**src/rtl/degr_code_seq.sv**
```systemverilog
module degr_code_seq #(
  parameter int PH_LEN    = 2,
  parameter int TRACK_LEN = 4,
  parameter int GAP       = 1,
  parameter int CODE_W    = 4
) (
  input  logic              clk,
  input  logic              rst_n,
  input  logic              pwr_flag,
  input  logic              mod_flag,
  output logic              pk_clr,
  output logic              trk_on,
  output logic              smp_pwr,
  output logic              smp_mod,
  output logic [CODE_W-1:0] pwr_code,
  output logic [CODE_W-1:0] mod_code,
  output logic              pwr_sat,
  output logic              mod_sat
);

  localparam int FRAME = 3*PH_LEN + TRACK_LEN + 4*GAP;
  localparam int CW    = $clog2(FRAME + 1);

  localparam logic [CW-1:0] CLR_END = CW'(PH_LEN);
  localparam logic [CW-1:0] TRK_BEG = CW'(PH_LEN + GAP);
  localparam logic [CW-1:0] TRK_END = CW'(PH_LEN + GAP + TRACK_LEN);
  localparam logic [CW-1:0] PWR_BEG = CW'(PH_LEN + 2*GAP + TRACK_LEN);
  localparam logic [CW-1:0] PWR_END = CW'(2*PH_LEN + 2*GAP + TRACK_LEN);
  localparam logic [CW-1:0] MOD_BEG = CW'(2*PH_LEN + 3*GAP + TRACK_LEN);
  localparam logic [CW-1:0] MOD_END = CW'(3*PH_LEN + 3*GAP + TRACK_LEN);
  localparam logic [CW-1:0] LAST    = CW'(FRAME - 1);

  logic [CW-1:0] cnt;

  always_ff @(posedge clk) begin
    if (!rst_n)           cnt <= '0;
    else if (cnt == LAST) cnt <= '0;
    else                  cnt <= cnt + CW'(1);
  end

  assign pk_clr  = cnt < CLR_END;
  assign trk_on  = (cnt >= TRK_BEG) && (cnt < TRK_END);
  assign smp_pwr = (cnt >= PWR_BEG) && (cnt < PWR_END);
  assign smp_mod = (cnt >= MOD_BEG) && (cnt < MOD_END);

  assign pwr_sat = pwr_code[CODE_W-1];
  assign mod_sat = mod_code[CODE_W-1];

  always_ff @(posedge clk) begin
    if (!rst_n) begin
      pwr_code <= '0;
      mod_code <= '0;
    end else begin
      if (cnt == PWR_END && pwr_flag && !pwr_sat)
        pwr_code <= {pwr_code[CODE_W-2:0], 1'b1};
      if (cnt == MOD_END && mod_flag && !mod_sat)
        mod_code <= {mod_code[CODE_W-2:0], 1'b1};
    end
  end


  phase_excl_chk: assert property (@(posedge clk) disable iff (!rst_n)
    $onehot0({pk_clr, trk_on, smp_pwr, smp_mod}));


  phase_gap_chk: assert property (@(posedge clk) disable iff (!rst_n)
    ($fell(pk_clr) || $fell(trk_on) || $fell(smp_pwr) || $fell(smp_mod))
      |-> !(pk_clr || trk_on || smp_pwr || smp_mod));


  pwr_thermo_chk: assert property (@(posedge clk) disable iff (!rst_n)
    (pwr_code & (pwr_code + CODE_W'(1))) == '0);


  mod_thermo_chk: assert property (@(posedge clk) disable iff (!rst_n)
    (mod_code & (mod_code + CODE_W'(1))) == '0);


  pwr_step_chk: assert property (@(posedge clk) disable iff (!rst_n)
    (!$stable(pwr_code) && $past(rst_n)) |-> ($past(pwr_flag) && $past(smp_pwr, 2) && !$past(smp_pwr)));


  mod_step_chk: assert property (@(posedge clk) disable iff (!rst_n)
    (!$stable(mod_code) && $past(rst_n)) |-> ($past(mod_flag) && $past(smp_mod, 2) && !$past(smp_mod)));


  pwr_hold_chk: assert property (@(posedge clk) disable iff (!rst_n)
    pwr_sat |=> (pwr_sat && $stable(pwr_code)));


  mod_hold_chk: assert property (@(posedge clk) disable iff (!rst_n)
    mod_sat |=> (mod_sat && $stable(mod_code)));

endmodule

```
**config.mk**
```make
export PLATFORM = sky130hd
export DESIGN_NAME = degr_code_seq
export DESIGN_NICKNAME = d
export VERILOG_FILES = /design/src/rtl/degr_code_seq.sv
export SDC_FILE = /design/constraint.sdc
export NUM_CORES = 1
export LEC_CHECK = 0
export ABC_AREA = 1
export ABC_CLOCK_PERIOD_IN_PS = 1000
export CAP_MARGIN = 0
export CORE_MARGIN = 5
export CORE_UTILIZATION = 30
export CTS_BUF_LIST = sky130_fd_sc_hd__clkbuf_4 sky130_fd_sc_hd__clkbuf_8
export CTS_CLUSTER_SIZE = 14
export DETAILED_ROUTE_END_ITERATION = 10
export PLACE_DENSITY = 0.64
export SETUP_SLACK_MARGIN = 0.4
export SLEW_MARGIN = 20
export SYNTH_ARGS = -nofsm -noshare
export SYNTH_HDL_FRONTEND = slang
export SYNTH_SLANG_ARGS = --single-unit
```
**constraint.sdc**
```tcl
create_clock -name clk -period 1 [get_ports clk]
set_input_delay 0.2 -clock clk [delete_from_list [all_inputs] [get_ports clk]]
set_output_delay 0.2 -clock clk [all_outputs]
set_load 0.01 [all_outputs]
```
## After elaboration in Yosys (flattened, before gate mapping)

Cells that the tools add are included.

- Bits in registers: 12
- Input bits: 4
- Output and inout port bits: 14
- Word-level logic and storage cells: 24

- $add $sub $neg: 1
- Magnitude comparators: 7
- Equal/unequal tests: 2
- Bitwise gates (word level): 1
- Reduce and logical (&&, ||, !) cells: 10

Operator list:

| operator | number |
|---|---|
| 4-bit == test, second input constant | 2 |
| 4-bit >= comparator, second input constant | 2 |
| 4-bit < comparator, second input constant | 2 |
| 1-bit logical AND | 7 |
| 4-bit by 1-bit adder with 4-bit output, second input constant | 1 |
| 4-bit by 2-bit >= comparator with 1-bit output, second input constant | 1 |
| 4-bit by 2-bit < comparator with 1-bit output, second input constant | 1 |
| 4-bit by 3-bit < comparator with 1-bit output, second input constant | 1 |
| 1-bit logical NOT | 2 |
| 2-bit OR reduction | 1 |
| 1-bit inverter | 1 |

## Longest topological paths before layout

- Depth after elaboration: 3
- Mapped depth: 8
- Depth with buffers taken out: 7

## Worst setup path after synthesis

Ideal clock, no wire load.

- Path type: reg2reg
- Start: reg cnt[0]
- End: reg mod_code[2]
- Setup time: 0.113 ns
- Arrival: 0.956 ns
- Required time: 0.887 ns
- Slack: -0.070 ns
- Cell stages (with the launch flop): 7
- Buffers on the path: 0
- Clock period less this slack: 1.070 ns
- Cells stage by stage: dfxtp_1 ha_1 nand3_2 nor2_4 inv_2 nor2_1 nor2_1

- Word-level cells in the longest chain between the ends: 3

RTL lines:

| item | RTL line | RTL |
|---|---|---|
| start: declaration | 33 | `logic [CW-1:0] cnt;` |
| start signal: assignment | 38 | `else cnt <= cnt + CW'(1);` |
| 4-bit == test | 56 | `if (cnt == MOD_END && mod_flag && !mod_sat)` |
| 1-bit logical AND (2 in series) | 56 |  |
| end signal: assignment | 57 | `mod_code <= {mod_code[CODE_W-2:0], 1'b1};` |
| end: declaration | 16 | `output logic [CODE_W-1:0] mod_code,` |

Every way passes these cells.
A chain may end at the register's enable or synchronous reset.

## Final worst setup path

- Start: reg cnt[0]
- End: out trk_on

- Word-level cells in the longest chain between the ends: 2
- Elaborated cells between the ends (all ways): 3
- Classes of those cells: order compare: 2; reduce/logical: 1

RTL lines:

| item | RTL line | RTL |
|---|---|---|
| 4-bit by 2-bit >= comparator with 1-bit output / 4-bit by 3-bit < comparator with 1-bit output (equally long branches) | 42 | `assign trk_on = (cnt >= TRK_BEG) && (cnt < TRK_END);` |
| 1-bit logical AND * | 42 |  |
| end: declaration | 12 | `output logic trk_on,` |

Mark *: on every way between the ends. The rest lies on a longest branch, timed or not.

==> flow_summary.yaml <==
cells_and_area:
  layout_commonest_cell: "buf_6"
  drive_gt1_frac: 0.611
  insertedDiodeCount: 0
  mostFrequentLayoutCells: "buf_6, buf_4, inv_1, nor2_1, dfxtp_2"
  final_util: 0.564
  design_area_mm2: 0.00100
  synthToLayoutAreaGrowth_pct: 74.2
  final_nets: 116
setup_path:
  cp-end-kind: "output port"
  start_kind: "register"
  cp_max_fo: 3
  worstPathArrival_ps: 1140
  critPathMaxStageDelay_ps: 370
  criticalPathCategory: "reg2out"
  required_ps: 800
  cp_slowest_cell: "dfxtp_4"
  crit_path_cell_trace: "ha_4 -> xnor2_4 -> nor2_1 -> buf_2"
logic_synthesis:
  synth_xor_area_frac: 0.0304
  synth_compound_area_frac: 0.0586
  yosys.area.top_type_share: 0.416
  netlist_instances: 75
  ys_warn_count: 0
  synth_mux_area_frac: 0
  yosysSeqAreaShare: 0.416
  syn_nets: 82
  ys_types: 19
  synth_adder_area_share: 0.0651
  synth.ff_latch_count: 12
  synth_area_per_cell_um2: 7.69
  synth-simple-area-share: 0.304
  synth_area_leaders: "dfxtp_1, inv_1, nor2_1, ha_1, nand2_1"
  yosys.area.top_type: "dfxtp_1"
  synth_area_um2: 577
  synth_top_family_by_area: "simple AND/OR/NAND/NOR gates"
run_status:
  violations: "negative setup slack"
  status: "complete, but fails checks"
power:
  p_leak_nw: 0.429
  powerDensity_mw_per_mm2: 1010
  peakVddDrop_mv: 0.660
drt:
  wl_per_cell_um: 10.3
  drt_pre_antenna_iters: 4
  post_drt_via_cell_ratio: 4.25
  drtIter0Drc: 3
  drc: 0
  vias: 565
  antenna_left: 0
  wl_um: 1370
sta:
  tns_ps: -3080
  finalHoldViolations: 0
  setup_ws_ps: -341
  finalCriticalPeriod_ps: 1340
  period_share: 1.34
  slew_viol_final: 0
  rsz0062_at_grt: "true"
  max_freq_mhz: 746
  worst_pin_slew_ps: 291
  setup_viol: 16
  max_slew_margin: 0.806
  finClkSkew_ps: 2.41
placement:
  port_buffers: 17
  place_ws_ps: -453
  dpl_cell_area_um2: 885
  hpwl_um: 974
  gp_congestion: 0.763
die:
  dieArea_mm2: 0.00290
  die_w_um: 53.9
  row_count: 15
  fp.coreArea_mm2: 0.00178
  start_util: 0.324
  io_pins: 18
  die_y_um: 53.9
clock_tree:
  cts_tree: "yes"
  cts_root_buf: "clkbuf_4"
  clk_latency_ps: 270
  clock-sinks: 12
  clk_path_buf_depth: 2
  clkTransAtPathRegs_ps: 80
  cts_buffers: 3
  h-tree-depth: 1
global_routing:
  grt_use_total: 0.110
  grt_overflow_total: 0
  grt_max_degree: 8
  grt_pass1_wl_um: 2260
  antenna_found_initial: 0
  grt_pass1_vias: 542
min_path:
  min_path_type: "reg2reg"
flow_run:
  cap_viol_max_count: 0
## metal layers
metal  part of all wire  track usage  routed length (µm)  vias to the layer above
met5                  0            0                   0                        -
met4              0.012       0.0511                  17                        0
met3              0.050       0.0416                  69                        2
met2               0.53        0.190                 726                       13
met1               0.41        0.116                 554                      259
li1                   -            -                   -                      291
## worst max-delay path, delay by kind of cell (launching register included)
| family | cells | cell delay, ps |
|---|---|---|
| and+or+nand+nor | 1 | 80 |
| adders and majority gates | 1 | 180 |
| buffers and inverters | 1 | 130 |
| xor gates and xnor gates | 1 | 120 |
| DFF | 1 | 370 |
## Yosys cell counts, drive strengths merged
library cell	n
ha	3
dfxtp	12
buf	3
nor3	2
nand3	5
nand2	12
nor2	16
o21ai	2
xor2	1
xnor2	1
a21oi	4
inv	14
## registers in the layout (all words and copies together) (netlist names)
name / count
cnt: 4
mod_code: 4
pwr_code: 4
## power by group
group / leakage [nW] / internal (mW) / switching, mW
clock: 0.0184 / 0.182 / 0.165
combinational: 0.307 / 0.0890 / 0.0759
sequential: 0.104 / 0.486 / 0.0183
## final timing paths
path                                 start                  endpoint  slack, ps  cells past startpoint
setup / recovery         cnt[0]$_SDFF_PP0_                    trk_on       -340                      4
hold / removal    pwr_code[0]$_SDFFE_PN0P_  pwr_code[0]$_SDFFE_PN0P_        490                      2
setup reg to reg         cnt[0]$_SDFF_PP0_  mod_code[1]$_SDFFE_PN0P_       -250                      8
hold reg to reg   pwr_code[0]$_SDFFE_PN0P_  pwr_code[0]$_SDFFE_PN0P_        490                      2
## cell families after synthesis
family | count (synthesis)
buf+inv | 17
compound gates | 6
fa+ha+maj | 3
xor+xnor | 2
simple gates | 35
flops | 12
## area by class of cell
class                      instances  area [µm²]
fill                             166         778
clock buffer                       4        30.0
inverter                          14        52.6
multi-input combinational         46         338
tap                               25        31.3
timing repair buffer              32         290
sequential                        12         263
## through the flow
| stage | hold WS (ps) | cells | total power [mW] |
|---|---|---|---|
| 2_1_floorplan | 339 | 75 | 0.587 |
| 3_3_place_gp | 469 | 124 | 0.653 |
| 3_5_place_dp | 472 | 124 | 0.654 |
| 4_1_cts | 495 | 130 | 1.01 |
| 5_1_grt | 526 | 133 | 1.08 |
| 6_report | 494 | 133 | 1.02 |
## what timing repair did
| item | in CTS | in global routing |
|---|---|---|
| gates resized for setup | 78 | 5 |
| endpoints found under the setup margin | 26 | 26 |
| hold buffers | 0 | 0 |
| pin swaps | 4 | 4 |
| setup buffers | 2 | 3 |
(Power assumes the default switching activity.)
